<file path="config.mk">
export PLATFORM = sky130hd
export DESIGN_NAME = uart_host_regs
export DESIGN_NICKNAME = d
export VERILOG_FILES = /design/src/rtl/uart_host_pkg.sv /design/src/rtl/uart_host_fifo.sv /design/src/rtl/uart_host_rdy_timer.sv /design/src/rtl/uart_host_flags.sv /design/src/rtl/uart_host_regs.sv
export SDC_FILE = /design/constraint.sdc
export NUM_CORES = 1
export LEC_CHECK = 0
export BUFFER_PORTS_ARGS = -buffer_cell sky130_fd_sc_hd__buf_2
export CAP_MARGIN = 20
export CORE_ASPECT_RATIO = 0.75
export CORE_MARGIN = 2
export CORE_UTILIZATION = 53
export DETAILED_ROUTE_END_ITERATION = 10
export PLACE_DENSITY = 0.72
export SYNTH_ARGS = -nofsm -noshare
export SYNTH_HDL_FRONTEND = slang
export SYNTH_HIERARCHICAL = 1
export SYNTH_SLANG_ARGS = --single-unit
</file>
<file path="constraint.sdc">
create_clock -name clk -period 4.44 [get_ports clk]
set_input_delay 0.444 -clock clk [delete_from_list [all_inputs] [get_ports clk]]
set_output_delay 0.444 -clock clk [all_outputs]
set_load 0.02 [all_outputs]
</file>
<file path="src/rtl/uart_host_pkg.sv">
// uart_host_pkg: word map, flag indices, control layout and action bit
// positions shared by the UART host register block and its checker.
package uart_host_pkg;

    localparam int ADDR_W      = 5;
    localparam int DATA_W      = 8;
    localparam int BUS_W       = 32;
    localparam int BAUD_W      = 16;
    localparam int BAUD_MANT_W = 12;
    localparam int STAT_CNT_W  = 5;

    // Word index taken from bus_addr[4:2]
    typedef enum logic [2:0] {
        W_DATA   = 3'd0,
        W_CTRL   = 3'd1,
        W_BAUD   = 3'd2,
        W_ACTION = 3'd3,
        W_STATUS = 3'd4,
        W_IDENT  = 3'd5
    } word_e;

    // Flag indices; this order is also the enable and action order
    localparam int NFLAG    = 6;
    localparam int N_RXFLAG = 5;
    localparam int F_RRDY   = 0;
    localparam int F_OVR    = 1;
    localparam int F_BRK    = 2;
    localparam int F_FRM    = 3;
    localparam int F_PAR    = 4;
    localparam int F_TRDY   = 5;

    // Control word, bit 25 down to bit 0
    typedef struct packed {
        logic [3:0] tx_thr;
        logic [7:0] rdy_dly;
        logic       force_brk;
        logic       hs_en;
        logic       two_stop;
        logic       par_even;
        logic       par_en;
        logic [2:0] char_len;
        logic [5:0] irq_en;
    } ctrl_t;

    localparam int CTRL_W = $bits(ctrl_t);

    // Action word bit positions
    localparam int A_CLR_BASE = 0;
    localparam int A_SET_BASE = 5;
    localparam int A_RX_POP   = 10;
    localparam int A_RX_FLUSH = 11;
    localparam int A_TX_FLUSH = 12;
    localparam int A_TRDY_CLR = 13;
    localparam int A_TRDY_SET = 14;

    // Status flag byte: rrdy, trdy, ovr, brk, frm, par from bit 0 upward
    function automatic logic [5:0] status_flags(input logic [NFLAG-1:0] f);
        return {f[F_PAR], f[F_FRM], f[F_BRK], f[F_OVR], f[F_TRDY], f[F_RRDY]};
    endfunction

endpackage

</file>
<file path="src/rtl/uart_host_fifo.sv">
// uart_host_fifo: synchronous FIFO with flush and occupancy count.
// Assumes: push while full and pop while empty are ignored; flush wins
// over push and pop in the same cycle; dout shows the head combinationally.
module uart_host_fifo #(
    parameter int WIDTH = 8,
    parameter int DEPTH = 16,
    localparam int PW   = (DEPTH > 1) ? $clog2(DEPTH) : 1,
    localparam int CW   = $clog2(DEPTH + 1)
) (
    input  logic             clk,
    input  logic             rst_n,
    input  logic             flush,
    input  logic             push,
    input  logic             pop,
    input  logic [WIDTH-1:0] din,
    output logic [WIDTH-1:0] dout,
    output logic [CW-1:0]    count,
    output logic             full,
    output logic             empty
);

    logic [WIDTH-1:0] mem [DEPTH];
    logic [PW-1:0]    wr_ptr;
    logic [PW-1:0]    rd_ptr;
    logic             push_ok;
    logic             pop_ok;

    assign full    = (count == CW'(DEPTH));
    assign empty   = (count == '0);
    assign push_ok = push && !full && !flush;
    assign pop_ok  = pop && !empty && !flush;
    assign dout    = mem[rd_ptr];

    // Advance a pointer with explicit wrap so any depth works
    function automatic logic [PW-1:0] next_ptr(input logic [PW-1:0] p);
        return (p == PW'(DEPTH - 1)) ? '0 : p + PW'(1);
    endfunction

    // Storage write; the array itself needs no reset
    always_ff @(posedge clk) begin
        if (push_ok) mem[wr_ptr] <= din;
    end

    // Pointer and occupancy update
    always_ff @(posedge clk) begin
        if (!rst_n || flush) begin
            wr_ptr <= '0;
            rd_ptr <= '0;
            count  <= '0;
        end else begin
            if (push_ok) wr_ptr <= next_ptr(wr_ptr);
            if (pop_ok)  rd_ptr <= next_ptr(rd_ptr);
            case ({push_ok, pop_ok})
                2'b10:   count <= count + CW'(1);
                2'b01:   count <= count - CW'(1);
                default: count <= count;
            endcase
        end
    end

endmodule

</file>
<file path="src/rtl/uart_host_rdy_timer.sv">
// uart_host_rdy_timer: counts bit ticks after a start and fires once the
// programmed delay is reached. Assumes: delay 0 fires in the start cycle;
// cancel overrides start; a delay lowered below the count fires on the next tick.
module uart_host_rdy_timer #(
    parameter int CNT_W = 8
) (
    input  logic             clk,
    input  logic             rst_n,
    input  logic             start,
    input  logic             cancel,
    input  logic             tick,
    input  logic [CNT_W-1:0] delay,
    output logic             fire
);

    logic             pending;
    logic [CNT_W-1:0] cnt;
    logic [CNT_W:0]   cnt_next;
    logic             reached;

    assign cnt_next = {1'b0, cnt} + (CNT_W + 1)'(1);
    assign reached  = pending && tick && (cnt_next >= {1'b0, delay});
    assign fire     = !cancel && ((start && delay == '0) || reached);

    // Track an armed delay and the ticks counted so far
    always_ff @(posedge clk) begin
        if (!rst_n || cancel) begin
            pending <= 1'b0;
            cnt     <= '0;
        end else if (start && delay != '0) begin
            pending <= 1'b1;
            cnt     <= '0;
        end else if (reached) begin
            pending <= 1'b0;
            cnt     <= '0;
        end else if (pending && tick) begin
            cnt     <= cnt_next[CNT_W-1:0];
        end
    end

endmodule

</file>
<file path="src/rtl/uart_host_flags.sv">
// uart_host_flags: bank of sticky flags with per-flag set and clear and
// an enable-masked interrupt. Assumes: set beats clear for the same flag.
module uart_host_flags #(
    parameter int N = 6
) (
    input  logic         clk,
    input  logic         rst_n,
    input  logic [N-1:0] set_vec,
    input  logic [N-1:0] clr_vec,
    input  logic [N-1:0] en_vec,
    output logic [N-1:0] flags,
    output logic         irq
);

    // One sticky bit per flag, set taking priority
    always_ff @(posedge clk) begin
        if (!rst_n) begin
            flags <= '0;
        end else begin
            for (int i = 0; i < N; i++) begin
                flags[i] <= set_vec[i] | (flags[i] & ~clr_vec[i]);
            end
        end
    end

    // Interrupt request from any enabled flag
    assign irq = |(flags & en_vec);

endmodule

</file>
<file path="src/rtl/uart_host_regs.sv">
// uart_host_regs: CPU-facing register block of a UART with receive and
// transmit FIFOs, sticky flags and interrupt. Assumes: one-cycle write
// strobes, combinational reads without side effects, and line-side strobes
// one cycle wide.
module uart_host_regs
    import uart_host_pkg::*;
#(
    parameter int          FIFO_DEPTH = 16,
    parameter logic [31:0] ID_WORD    = 32'h5A17_0100
) (
    input  logic                   clk,
    input  logic                   rst_n,
    input  logic                   bus_wr,
    input  logic [ADDR_W-1:0]      bus_addr,
    input  logic [BUS_W-1:0]       bus_wdata,
    output logic [BUS_W-1:0]       bus_rdata,
    output logic                   irq,
    input  logic                   rx_valid,
    input  logic [DATA_W-1:0]      rx_data,
    input  logic                   rx_frame_err,
    input  logic                   rx_parity_err,
    input  logic                   rx_break,
    input  logic                   bit_tick,
    output logic                   tx_valid,
    output logic [DATA_W-1:0]      tx_data,
    input  logic                   tx_ready,
    input  logic                   ser_txd,
    output logic                   line_txd,
    output logic [2:0]             cfg_char_len,
    output logic                   cfg_parity_en,
    output logic                   cfg_parity_even,
    output logic                   cfg_two_stop,
    output logic                   cfg_handshake_en,
    output logic                   cfg_force_break,
    output logic [BAUD_MANT_W-1:0] baud_mant,
    output logic [BAUD_W-BAUD_MANT_W-1:0] baud_exp
);

    localparam int CW = $clog2(FIFO_DEPTH + 1);

    // Register state
    ctrl_t             ctrl_q;
    logic [BAUD_W-1:0] baud_q;
    logic [DATA_W-1:0] rd_hold;

    // Decoded write strobes
    word_e      wsel;
    logic       wr_data;
    logic       wr_ctrl;
    logic       wr_baud;
    logic       wr_act;
    logic [BUS_W-1:0] act;

    // Action strobes
    logic act_rx_pop;
    logic act_rx_flush;
    logic act_tx_flush;

    // FIFO signals
    logic [DATA_W-1:0] rx_dout;
    logic [CW-1:0]     rx_cnt;
    logic              rx_full;
    logic              rx_empty;
    logic [CW-1:0]     tx_cnt;
    logic              tx_full;
    logic              tx_empty;

    // Flag bank signals
    logic [NFLAG-1:0]  set_vec;
    logic [NFLAG-1:0]  clr_vec;
    logic [NFLAG-1:0]  flags;
    logic              rrdy_fire;
    logic              rx_start;
    logic              rx_overrun;
    logic              tx_low;

    assign wsel    = word_e'(bus_addr[4:2]);
    assign wr_data = bus_wr && (wsel == W_DATA);
    assign wr_ctrl = bus_wr && (wsel == W_CTRL);
    assign wr_baud = bus_wr && (wsel == W_BAUD);
    assign wr_act  = bus_wr && (wsel == W_ACTION);
    assign act     = wr_act ? bus_wdata : '0;

    assign act_rx_pop   = act[A_RX_POP];
    assign act_rx_flush = act[A_RX_FLUSH];
    assign act_tx_flush = act[A_TX_FLUSH];

    // Configuration registers: control and raw baud word
    always_ff @(posedge clk) begin
        if (!rst_n) begin
            ctrl_q <= '0;
            baud_q <= '0;
        end else begin
            if (wr_ctrl) ctrl_q <= ctrl_t'(bus_wdata[CTRL_W-1:0]);
            if (wr_baud) baud_q <= bus_wdata[BAUD_W-1:0];
        end
    end

    // Receive queue fed by the deserializer
    uart_host_fifo #(
        .WIDTH (DATA_W),
        .DEPTH (FIFO_DEPTH)
    ) u_rx_fifo (
        .clk   (clk),
        .rst_n (rst_n),
        .flush (act_rx_flush),
        .push  (rx_valid),
        .pop   (act_rx_pop),
        .din   (rx_data),
        .dout  (rx_dout),
        .count (rx_cnt),
        .full  (rx_full),
        .empty (rx_empty)
    );

    // Transmit queue fed by data-word writes
    uart_host_fifo #(
        .WIDTH (DATA_W),
        .DEPTH (FIFO_DEPTH)
    ) u_tx_fifo (
        .clk   (clk),
        .rst_n (rst_n),
        .flush (act_tx_flush),
        .push  (wr_data),
        .pop   (tx_ready),
        .din   (bus_wdata[DATA_W-1:0]),
        .dout  (tx_data),
        .count (tx_cnt),
        .full  (tx_full),
        .empty (tx_empty)
    );

    assign tx_valid = !tx_empty;

    // Data read register, loaded by a pop action on a non-empty queue
    always_ff @(posedge clk) begin
        if (!rst_n) begin
            rd_hold <= '0;
        end else if (act_rx_pop && !rx_empty && !act_rx_flush) begin
            rd_hold <= rx_dout;
        end
    end

    // Receive-ready hold-off after the first character of a burst
    assign rx_start = rx_valid && rx_empty && !act_rx_flush;

    uart_host_rdy_timer #(
        .CNT_W ($bits(ctrl_q.rdy_dly))
    ) u_rdy_timer (
        .clk    (clk),
        .rst_n  (rst_n),
        .start  (rx_start),
        .cancel (act_rx_flush),
        .tick   (bit_tick),
        .delay  (ctrl_q.rdy_dly),
        .fire   (rrdy_fire)
    );

    assign rx_overrun = rx_valid && rx_full;
    assign tx_low     = (tx_cnt <= CW'(ctrl_q.tx_thr));

    // Action bits for the receive-side flags map one to one
    for (genvar i = 0; i < N_RXFLAG; i++) begin : g_rx_act
        assign clr_vec[i] = act[A_CLR_BASE + i];
    end
    assign clr_vec[F_TRDY] = act[A_TRDY_CLR];

    assign set_vec[F_RRDY] = act[A_SET_BASE + F_RRDY] | rrdy_fire;
    assign set_vec[F_OVR]  = act[A_SET_BASE + F_OVR]  | rx_overrun;
    assign set_vec[F_BRK]  = act[A_SET_BASE + F_BRK]  | rx_break;
    assign set_vec[F_FRM]  = act[A_SET_BASE + F_FRM]  | (rx_valid & rx_frame_err);
    assign set_vec[F_PAR]  = act[A_SET_BASE + F_PAR]  | (rx_valid & rx_parity_err);
    assign set_vec[F_TRDY] = act[A_TRDY_SET] | tx_low;

    uart_host_flags #(
        .N (NFLAG)
    ) u_flags (
        .clk     (clk),
        .rst_n   (rst_n),
        .set_vec (set_vec),
        .clr_vec (clr_vec),
        .en_vec  (ctrl_q.irq_en),
        .flags   (flags),
        .irq     (irq)
    );

    // Read multiplexer
    always_comb begin
        case (wsel)
            W_DATA:   bus_rdata = BUS_W'(rd_hold);
            W_CTRL:   bus_rdata = BUS_W'(ctrl_q);
            W_BAUD:   bus_rdata = BUS_W'(baud_q);
            W_STATUS: bus_rdata = {16'b0, STAT_CNT_W'(tx_cnt), STAT_CNT_W'(rx_cnt),
                                   status_flags(flags)};
            W_IDENT:  bus_rdata = ID_WORD;
            default:  bus_rdata = '0;
        endcase
    end

    // Line-side configuration exports
    assign cfg_char_len     = ctrl_q.char_len;
    assign cfg_parity_en    = ctrl_q.par_en;
    assign cfg_parity_even  = ctrl_q.par_even;
    assign cfg_two_stop     = ctrl_q.two_stop;
    assign cfg_handshake_en = ctrl_q.hs_en;
    assign cfg_force_break  = ctrl_q.force_brk;
    assign baud_mant        = baud_q[BAUD_MANT_W-1:0];
    assign baud_exp         = baud_q[BAUD_W-1:BAUD_MANT_W];
    assign line_txd         = ctrl_q.force_brk ? 1'b0 : ser_txd;

endmodule

</file>
==> metrics <==
post-DP HPWL=21.93 mm; power density over the cells=388.8 nW/um2; post-route setup TNS=0 ns; crit path cell chain=ha_1 > nand3_4 > nor2_1 > xor2_1 > ha_1 > and3_1 > a221oi_1 > o31a_1 > a21o_1 > a21oi_2 > a21o_1 > o21a_1; clk_lat worst skew=0.53 ns; max-cap viol count=0; worst-margin pin slew=1.062 ns; Hold Crit Class=primary input to flop; crit path DAT=3.57 ns; first-pass GRT wire length=51.85 mm; layout cell share with drive strength beyond 1=0.2148; layout net count=1,245; CTS resizes=0; pre-CTS setup slack=0.9776 ns; Gate Count Post-Synth=1,077; commonest non-fill, non-tap cell in the layout=edfxtp_1; footprint of the multi-input gates=5468 um2; total power=6.760 mW; Rel. slew slack=0.2892; CP max-delay cell=o31a_1; final setup violation count=0; antenna violations before repair=0; drt wl/cell=20.99 um; Min Clock Period, post-route=3.152 ns; RD Place Congestion=0.8475; final hold viol count=0; peak supply drop=0.3769 mV; Ant. Diodes=0; final worst path period share=0.7098; via count=9,224; layer with the highest usage=met2; TritonCTS clock tree=built; port bufs=110; die width=202.6 um; H-tree depth=2; vias per cell=5.842; CTS Root Cell=clkbuf_16; Setup Fix Bufs, Post-CTS=0; Setup crit start kind=flop; Die H=153.0 um; crit path kind=flop to flop; GR met2 Demand/Resource=0.3444; Critical Path End Type=flop; vias in the first global route=8,957; synthesized cell area=15,680 um2; highest-count cells in the layout ignoring fill and taps=edfxtp_1, nand2_1, buf_2; Core Area=29,120 um2; mean area per synthesized cell=14.56 um2; all-layer global routing usage=0.2174; first drt pass iteration count=5; worst setup margin=1.288 ns; row cnt=54; P_leak=6.020 nW; worst hold slack=0.1315 ns; final global-route overflow total=0; Initial DRC Count=786; CTS Buf Count=34; Post-CTS Hold Fix Bufs=0; CP max FO=10; register area=9674 um2; wirelength, routed=33.15 mm; Ys Warns=6; status=completed; met1 Track Usage GR=0.3200; Die ar.=31,000 um2; final core utilization=0.5971; CTS sink count=355; initial cell density of the core=0.5385; met3 GRT Util=0.03262; DRC Markers=0; fillcell total=2,196; WP data required=4.86 ns; antenna-violating nets left=0; clock slew at reported path FFs=0.06 ns; Max clock buf depth=3; I/O pin count=122; Fmax=0.3173 GHz; Clock Skew=0.02535 ns; Max Slew Vio Count=0; unrepaired setup endpoints after global routing=no; Slowest Stage Delay on Critical Path=0.44 ns; largest net degree at the start of global routing=87; Area growth syn-to-layout=10.87%
==> path summary, 6_finish.rpt <==
kind	startpoint	to	slack, ns	cells past startpoint
worst max-delay path	u_rdy_timer/cnt[0]$_SDFFE_PP0P_	u_flags/flags[0]$_SDFF_PN0_	1.29	12
worst min-delay path	bus_wdata[18]	ctrl_q[18]$_SDFFE_PN0P_	0.13	3
worst min register to register	rd_hold[4]$_SDFFE_PN0P_	rd_hold[4]$_SDFFE_PN0P_	0.46	2
worst max register to register	u_rdy_timer/cnt[0]$_SDFFE_PP0P_	u_flags/flags[0]$_SDFF_PN0_	1.29	12
==> cell type report <==
cell class,count,share of cell area
timing repair buffer,119,0.03648
multi-input combinational,629,0.3145
clock buffer,43,0.05231
tap,392,0.02821
inverter,22,0.004749
sequential,355,0.5564
clock inverter,19,0.007412
==> layer usage <==
metal	routed length (um)	up-vias
met2	15490	261
met5	0	-
met4	553	0
met1	15310	4642
met3	1796	44
li1	-	4277
==> sequential cells by signal (all words and copies together), names as in the netlist, named ones only <==
name	count
baud_q	16
cfg_char_len	3
cfg_force_break	1
cfg_handshake_en	1
cfg_parity_en	1
cfg_parity_even	1
cfg_two_stop	1
ctrl_q	18
rd_hold	8
u_flags/flags	6
u_rdy_timer/cnt	8
u_rdy_timer/pending	1
u_rx_fifo/count	5
u_rx_fifo/mem	128
u_rx_fifo/rd_ptr	4
u_rx_fifo/wr_ptr	4
u_tx_fifo/count	5
u_tx_fifo/mem	128
u_tx_fifo/rd_ptr	4
u_tx_fifo/wr_ptr	4
==> report_power, final <==
part	total (mW)	switching [mW]	internal (mW)	leakage, nW
Combinational	0.435	0.256	0.179	2.40
Clock	2.70	1.23	1.47	0.507
Sequential	3.63	0.0412	3.58	3.11
==> stage by stage <==
stage               instance area, um2  instances
floorplan                        15690       1079
global placement                 16320       1515
detailed placement               16320       1515
CTS                              17360       1577
global route                     17390       1579
finish                           17390       1579
==> critical path: cells and delay by family, from the launching register on <==
| family | cells | cell delay (ns) |
|---|---|---|
| xor gates and xnor gates | 1 | 0.17 |
| DFF | 1 | 0.42 |
| adders and majority gates | 2 | 0.56 |
| and+or+nand+nor | 3 | 0.54 |
| AOI/OAI and AO/OA | 6 | 1.36 |
(Power assumes the default switching activity.)
